### src/rtl/aes_cf_pkg.sv
package aes_cf_pkg;

  localparam int BYTE_W      = 8;
  localparam int NIB_W       = 4;
  localparam int PIPE_STAGES = 3;
  localparam int MAP_W       = BYTE_W * BYTE_W;

  // x^2 + x + LAMBDA is irreducible over GF(2^4) with x^4 + x + 1
  localparam logic [NIB_W-1:0]  LAMBDA   = 4'hC;
  localparam logic [BYTE_W-1:0] AFF_C    = 8'h63;
  localparam logic [BYTE_W:0]   AES_POLY = 9'h11B;

  // GF(2^4) product, reduction polynomial x^4 + x + 1
  function automatic logic [NIB_W-1:0] nib_mul(input logic [NIB_W-1:0] a,
                                               input logic [NIB_W-1:0] b);
    logic [2*NIB_W-2:0] t;
    t = '0;
    for (int i = 0; i < NIB_W; i++)
      if (b[i]) t = t ^ ({{(NIB_W-1){1'b0}}, a} << i);
    return {t[3] ^ t[6], t[2] ^ t[5] ^ t[6], t[1] ^ t[4] ^ t[5], t[0] ^ t[4]};
  endfunction

  // Tower-field product; element = {hi, lo} meaning hi*x + lo, x^2 = x + LAMBDA
  function automatic logic [BYTE_W-1:0] cf_mul(input logic [BYTE_W-1:0] p,
                                               input logic [BYTE_W-1:0] q);
    logic [NIB_W-1:0] hh, hl, lh, ll;
    hh = nib_mul(p[7:4], q[7:4]);
    hl = nib_mul(p[7:4], q[3:0]);
    lh = nib_mul(p[3:0], q[7:4]);
    ll = nib_mul(p[3:0], q[3:0]);
    return {hh ^ hl ^ lh, nib_mul(hh, LAMBDA) ^ ll};
  endfunction

  // Tower-field element that is a root of the AES field polynomial
  function automatic logic [BYTE_W-1:0] cf_root();
    logic [BYTE_W-1:0] cand, pw, acc;
    for (int k = 2; k < 256; k++) begin
      cand = BYTE_W'(k);
      pw   = 8'h01;
      acc  = '0;
      for (int e = 0; e <= BYTE_W; e++) begin
        if (AES_POLY[e]) acc = acc ^ pw;
        pw = cf_mul(pw, cand);
      end
      if (acc == '0) return cand;
    end
    return '0;
  endfunction

  // Column i of the forward map is the image of standard basis bit i (root^i)
  function automatic logic [MAP_W-1:0] fwd_cols(input logic [BYTE_W-1:0] root);
    logic [MAP_W-1:0]  cols;
    logic [BYTE_W-1:0] pw;
    pw = 8'h01;
    for (int i = 0; i < BYTE_W; i++) begin
      cols[BYTE_W*i +: BYTE_W] = pw;
      pw = cf_mul(pw, root);
    end
    return cols;
  endfunction

  // Inverse of a GF(2) matrix given by columns, Gauss-Jordan elimination
  function automatic logic [MAP_W-1:0] inv_cols(input logic [MAP_W-1:0] cols);
    logic [BYTE_W-1:0][BYTE_W-1:0] a, m;
    logic [BYTE_W-1:0]             tmp;
    logic [MAP_W-1:0]              res;
    for (int r = 0; r < BYTE_W; r++) begin
      for (int i = 0; i < BYTE_W; i++) a[r][i] = cols[BYTE_W*i + r];
      m[r] = BYTE_W'(1) << r;
    end
    for (int c = 0; c < BYTE_W; c++) begin
      for (int r = c; r < BYTE_W; r++)
        if (a[r][c] && !a[c][c]) begin
          tmp = a[r]; a[r] = a[c]; a[c] = tmp;
          tmp = m[r]; m[r] = m[c]; m[c] = tmp;
        end
      for (int r = 0; r < BYTE_W; r++)
        if (r != c && a[r][c]) begin
          a[r] = a[r] ^ a[c];
          m[r] = m[r] ^ m[c];
        end
    end
    for (int r = 0; r < BYTE_W; r++)
      for (int i = 0; i < BYTE_W; i++) res[BYTE_W*i + r] = m[r][i];
    return res;
  endfunction

  localparam logic [BYTE_W-1:0] CF_ROOT        = cf_root();
  localparam logic [MAP_W-1:0]  DELTA_COLS     = fwd_cols(CF_ROOT);
  localparam logic [MAP_W-1:0]  DELTA_INV_COLS = inv_cols(DELTA_COLS);

endpackage

### src/rtl/gf4_mul.sv
module gf4_mul
  import aes_cf_pkg::*;
(
  input  logic [NIB_W-1:0] a,
  input  logic [NIB_W-1:0] b,
  output logic [NIB_W-1:0] p
);
  localparam int PW = 2*NIB_W - 1;

  logic [PW-1:0] pp [NIB_W];
  logic [PW-1:0] t;

  genvar i;
  generate
    for (i = 0; i < NIB_W; i++) begin : g_pp
      assign pp[i] = b[i] ? ({{(NIB_W-1){1'b0}}, a} << i) : '0;
    end
  endgenerate

  always_comb begin
    t = '0;
    for (int k = 0; k < NIB_W; k++) t = t ^ pp[k];
  end

  // fold x^4 = x + 1, x^5 = x^2 + x, x^6 = x^3 + x^2
  assign p = {t[3] ^ t[6], t[2] ^ t[5] ^ t[6], t[1] ^ t[4] ^ t[5], t[0] ^ t[4]};
endmodule

### src/rtl/gf4_sq.sv
module gf4_sq
  import aes_cf_pkg::*;
(
  input  logic [NIB_W-1:0] a,
  output logic [NIB_W-1:0] s
);
  // squaring is linear: a0 + a1 x^2 + a2 (x + 1) + a3 (x^3 + x^2)
  assign s = {a[3], a[1] ^ a[3], a[2], a[0] ^ a[2]};
endmodule

### src/rtl/gf4_inv.sv
module gf4_inv
  import aes_cf_pkg::*;
(
  input  logic [NIB_W-1:0] a,
  output logic [NIB_W-1:0] y
);
  // y = a^14 (zero maps to zero)
  logic [NIB_W-1:0] a2, a4, a8, a6;

  gf4_sq  u_sq1 (.a(a),  .s(a2));
  gf4_sq  u_sq2 (.a(a2), .s(a4));
  gf4_sq  u_sq3 (.a(a4), .s(a8));
  gf4_mul u_m6  (.a(a2), .b(a4), .p(a6));
  gf4_mul u_m14 (.a(a6), .b(a8), .p(y));
endmodule

### src/rtl/gf8_lin_map.sv
module gf8_lin_map
  import aes_cf_pkg::*;
#(
  parameter logic [MAP_W-1:0] COLS = DELTA_COLS
)(
  input  logic [BYTE_W-1:0] v_in,
  output logic [BYTE_W-1:0] v_out
);
  logic [BYTE_W-1:0] term [BYTE_W];

  genvar i;
  generate
    for (i = 0; i < BYTE_W; i++) begin : g_term
      assign term[i] = v_in[i] ? COLS[BYTE_W*i +: BYTE_W] : '0;
    end
  endgenerate

  always_comb begin
    v_out = '0;
    for (int k = 0; k < BYTE_W; k++) v_out = v_out ^ term[k];
  end
endmodule

### src/rtl/sbox_affine.sv
module sbox_affine
  import aes_cf_pkg::*;
(
  input  logic [BYTE_W-1:0] x,
  output logic [BYTE_W-1:0] y
);
  genvar i;
  generate
    for (i = 0; i < BYTE_W; i++) begin : g_bit
      assign y[i] = x[i] ^ x[(i+4)%BYTE_W] ^ x[(i+5)%BYTE_W]
                  ^ x[(i+6)%BYTE_W] ^ x[(i+7)%BYTE_W] ^ AFF_C[i];
    end
  endgenerate
endmodule

### src/rtl/aes_cf_sbox.sv
module aes_cf_sbox
  import aes_cf_pkg::*;
#(
  parameter bit PIPELINED = 1'b1
)(
  input  logic              clk,
  input  logic              rst,
  input  logic              in_valid,
  input  logic [BYTE_W-1:0] in_byte,
  output logic              out_valid,
  output logic [BYTE_W-1:0] out_byte
);

  // ---------------- stage A: basis change and norm ----------------
  logic [BYTE_W-1:0] a_cf;
  logic [NIB_W-1:0]  a_hi, a_lo, a_sum, a_sq, a_sql, a_cross, a_det;

  gf8_lin_map #(.COLS(DELTA_COLS)) u_fwd (.v_in(in_byte), .v_out(a_cf));

  assign a_hi  = a_cf[BYTE_W-1:NIB_W];
  assign a_lo  = a_cf[NIB_W-1:0];
  assign a_sum = a_hi ^ a_lo;

  gf4_sq  u_sq   (.a(a_hi),  .s(a_sq));
  gf4_mul u_lam  (.a(a_sq),  .b(LAMBDA), .p(a_sql));
  gf4_mul u_crs  (.a(a_lo),  .b(a_sum),  .p(a_cross));

  assign a_det = a_sql ^ a_cross;

  // stage A -> B
  logic             s1_v;
  logic [NIB_W-1:0] s1_hi, s1_sum, s1_det;

  // ---------------- stage B: norm inversion ----------------
  logic [NIB_W-1:0] b_dinv;

  gf4_inv u_inv (.a(s1_det), .y(b_dinv));

  // stage B -> C
  logic             s2_v;
  logic [NIB_W-1:0] s2_hi, s2_sum, s2_dinv;

  // ---------------- stage C: scale, map back, affine ----------------
  logic [NIB_W-1:0]  c_hi, c_lo;
  logic [BYTE_W-1:0] c_inv, c_byte;

  gf4_mul u_mhi (.a(s2_hi),  .b(s2_dinv), .p(c_hi));
  gf4_mul u_mlo (.a(s2_sum), .b(s2_dinv), .p(c_lo));

  gf8_lin_map #(.COLS(DELTA_INV_COLS)) u_bwd (.v_in({c_hi, c_lo}), .v_out(c_inv));

  sbox_affine u_aff (.x(c_inv), .y(c_byte));

  generate
    if (PIPELINED) begin : g_pipe
      logic              s3_v;
      logic [BYTE_W-1:0] s3_byte;

      always_ff @(posedge clk) begin
        if (rst) begin
          s1_v <= 1'b0;
          s2_v <= 1'b0;
          s3_v <= 1'b0;
        end else begin
          s1_v <= in_valid;
          s2_v <= s1_v;
          s3_v <= s2_v;
        end
      end

      always_ff @(posedge clk) begin
        s1_hi   <= a_hi;
        s1_sum  <= a_sum;
        s1_det  <= a_det;
        s2_hi   <= s1_hi;
        s2_sum  <= s1_sum;
        s2_dinv <= b_dinv;
        s3_byte <= c_byte;
      end

      assign out_valid = s3_v;
      assign out_byte  = s3_byte;

      // valid flag emerges exactly three edges later
      a_r2_valid_latency: assert property (@(posedge clk) disable iff (rst)
        in_valid |-> ##PIPE_STAGES out_valid);
      a_r2_idle_latency: assert property (@(posedge clk) disable iff (rst)
        !in_valid |-> ##PIPE_STAGES !out_valid);
      // any reset edge leaves the output invalid
      a_r5_reset_flush: assert property (@(posedge clk)
        rst |=> !out_valid);
      // zero input lands as 0x63 after the pipeline
      a_r6_zero_piped: assert property (@(posedge clk) disable iff (rst)
        (in_valid && in_byte == '0) |-> ##PIPE_STAGES (out_byte == AFF_C));
    end else begin : g_comb
      assign s1_v      = in_valid;
      assign s1_hi     = a_hi;
      assign s1_sum    = a_sum;
      assign s1_det    = a_det;
      assign s2_v      = s1_v;
      assign s2_hi     = s1_hi;
      assign s2_sum    = s1_sum;
      assign s2_dinv   = b_dinv;
      assign out_valid = s2_v;
      assign out_byte  = c_byte;

      // no state on the data path
      a_r3_no_state: assert property (@(posedge clk) disable iff (rst)
        $stable(in_byte) |-> $stable(out_byte));
      // zero input gives 0x63 in the same cycle
      a_r6_zero_comb: assert property (@(posedge clk) disable iff (rst)
        (in_byte == '0) |-> (out_byte == AFF_C));
    end
  endgenerate

  // the norm vanishes only for the zero element
  a_r1_det_zero_iff_zero: assert property (@(posedge clk) disable iff (rst)
    (a_det == '0) == (a_cf == '0));
  // stage B inverter output is the true inverse of its operand
  a_r1_norm_inverse: assert property (@(posedge clk) disable iff (rst)
    (s1_det != '0) |-> (nib_mul(s1_det, b_dinv) == 4'h1));

endmodule

### config.mk
export PLATFORM = sky130hd
export DESIGN_NAME = aes_cf_sbox
export DESIGN_NICKNAME = d
export VERILOG_FILES = /design/src/rtl/aes_cf_pkg.sv /design/src/rtl/gf4_mul.sv /design/src/rtl/gf4_sq.sv /design/src/rtl/gf4_inv.sv /design/src/rtl/gf8_lin_map.sv /design/src/rtl/sbox_affine.sv /design/src/rtl/aes_cf_sbox.sv
export SDC_FILE = /design/constraint.sdc
export NUM_CORES = 1
export LEC_CHECK = 0
export BUFFER_PORTS_ARGS = -buffer_cell sky130_fd_sc_hd__buf_2
export CAP_MARGIN = 10
export CORE_MARGIN = 1
export CORE_UTILIZATION = 37
export DETAILED_ROUTE_END_ITERATION = 8
export PLACE_DENSITY = 0.5
export SYNTH_ARGS = -nofsm -noshare
export SYNTH_HDL_FRONTEND = slang
export SYNTH_SLANG_ARGS = --single-unit
### constraint.sdc
create_clock -name clk -period 3.25 [get_ports clk]
set_input_delay 0.8125 -clock clk [delete_from_list [all_inputs] [get_ports clk]]
set_output_delay 0.8125 -clock clk [all_outputs]
set_load 0.05 [all_outputs]
==> results.md <==
- Minimum clock period: 2.731 ns
- Area of the die: 0.007082 mm²
- Die Y: 84.16 µm
- Worst endpoint data arrival time: 2.90 ns
- Clock root buffer: clkbuf_8
- Clock transition at the registers of the reported paths: 0.07 ns
- Clk_lat worst skew: 0.28 ns
- Post-Syn Area: 0.002497 mm²
- Final HPWL DP: 3.286 mm
- WL final: 4.124 mm
- Most numerous cell in the Yosys netlist: xnor2_1
- Worst-path maximum fanout: 6
- Clk sinks: 35
- Status: finished with violations
- Synthesized instance count: 272
- Synthesized flop and latch total: 35
- Relative slew margins: 66.61%
- Worst slew pin tran: 0.4973 ns
- Overall Global Routing Usage: 12.75%
- Hold_ws: 0.3271 ns
- Clock tree buffer depth: 2
- # setup viols final: 0
- Setup TNS: 0 ns
- WL/cell: 11.06 µm
- RSZ-0062 raised after global routing: false
- Synth top area share: 28.06%
- Slowest CP cell: or4_1
- DRC Markers: 2
- Crit-path leading delay family: simple AND/OR/NAND/NOR gates
- CTS resizes: 0
- Maximum number of pins on one net before global-route repair: 14
- Vias: 1690
- Max-cap violations: 0
- GR Overflow Total: 0
- Vias in the first global route: 1615
- CP peak stage delay: 0.49 ns
- I/O Pins: 20
- CP cell instances: inv_1, ha_1, nor3_1, a21oi_1, a2bb2oi_1, xnor2_1, ha_1, or4_1, and3_1, xnor2_1
- Post-CTS setup buffers: 0
- CP endpoint kind: register
- Initial drt markers: 94
- Avg Cell Area, Syn: 9.182 µm²
- # hold bufs at CTS: 0
- Most used DFF post-synth: dfxtp_1
- First-pass GRT wire length: 7.300 mm
- Layout area overhead: 11.37%
- Syn_nets: 295
- Yosys warning total: 0
- Cts bufs inserted: 5
- Post-synth top cells: 71 x xnor2_1, 35 x dfxtp_1, 29 x nand2_1
- Num rows: 29
- Top post-synthesis cells by area: dfxtp_1 28%, xnor2_1 25%, xor2_1 6.7%
- Routability cong.: 0.8384
- Register area share after synthesis: 28.06%
- EDFF count, synth: 0
- Asr flop ratio synth: 0%
- Final Slew Violations: 0
- Violated checks: design-rule violations
- Place WS: 0.3158 ns
- Critical Path RT: 3.42 ns
- Critical path class: register to register
- H-tree depth: 2
- Core ar.: 0.006422 mm²
- Initial antenna violation count: 0
- CTS tree: yes
- Final hold viol count: 0
- Post-route setup slack: 0.5187 ns
- Diode count: 0
- Area occupied by registers: 700.7 µm²
- Ratio of cells with drive above 1 in the final layout: 14.19%
- Detailed-router iteration count before antenna repair: 6
- Die width: 84.16 µm
- Fill count: 646
- Nets: 318
- Area occupied by multi-input gates: 0.001678 mm²
- Antenna Violating Nets Remaining: 0
- Initial core utilization: 38.89%
- Startpoint types: register
- Bufs and invs on worst path: 1
- Min-delay worst type: register to register
- Area leader, netlist: dfxtp_1
- Clock skew: 0.003956 ns
- Routed vias/inst: 4.531
- PortBufs: 19
- Final Cycle Share: 84.04%
- Yosys cell types: 37
- Highest Clock Rate: 366.1 MHz
## cell families after synthesis
group	synth area share, %
buffers and inverters	4.759
muxes	3.758
xor gates and xnor gates	39.33
adders and majority gates	6.012
AOI/OAI and AO/OA	5.010
and+or+nand+nor	13.08
DFF	28.06
## per-layer routing
metal,GRT usage [%],routed length (µm),vias to the layer above
met1,16.87,2042,751
met2,20.94,1905,24
met4,3.292,55,0
met5,0,0,-
li1,-,-,909
met3,3.048,120,6
## path summary, 6_finish.rpt
check | startpoint | endpoint | slack [ns] | cells past startpoint
max | s1_det[2] | s2_dinv[0] | 0.52 | 10
min | s1_hi[1] | s2_hi[1] | 0.33 | 0
max reg2reg | s1_det[2] | s2_dinv[0] | 0.52 | 10
min reg2reg | s1_hi[1] | s2_hi[1] | 0.33 | 0
## cell type report
class                      instances  area share, %
tap                               77          3.464
timing repair buffer              25          5.038
multi-input combinational        210          60.32
clock inverter                     2         0.5848
inverter                          18          2.429
clock buffer                       6          2.969
sequential                        35          25.19
## per-stage QoR
stage	cells	utilization (%)	instance area, µm²
floorplan	272	-	2497
global placement	365	41.77	2683
detailed placement	365	41.77	2683
CTS	373	43.31	2781
global route	373	43.31	2781
finish	373	43.31	2781
## cell usage in the layout, fill, tap and decap left out, types with 7 or more instances in the layout
cell	instances
nand2_1	29
inv_1	18
a21oi_1	7
xor2_1	19
dfxtp_1	35
nor2_1	17
buf_2	19
ha_1	12
xnor2_1	71
## flip-flops by register name, summed over array words and instances (netlist names)
register / cells
s1_v: 1
s2_dinv: 4
s1_det: 4
out_valid: 1
s1_sum: 4
s1_hi: 4
s2_hi: 4
out_byte: 8
s2_sum: 4
s2_v: 1
Power is left out: the tool's default activity adds up to more than one toggle a clock period on the data nets, which glitch-free logic cannot reach.
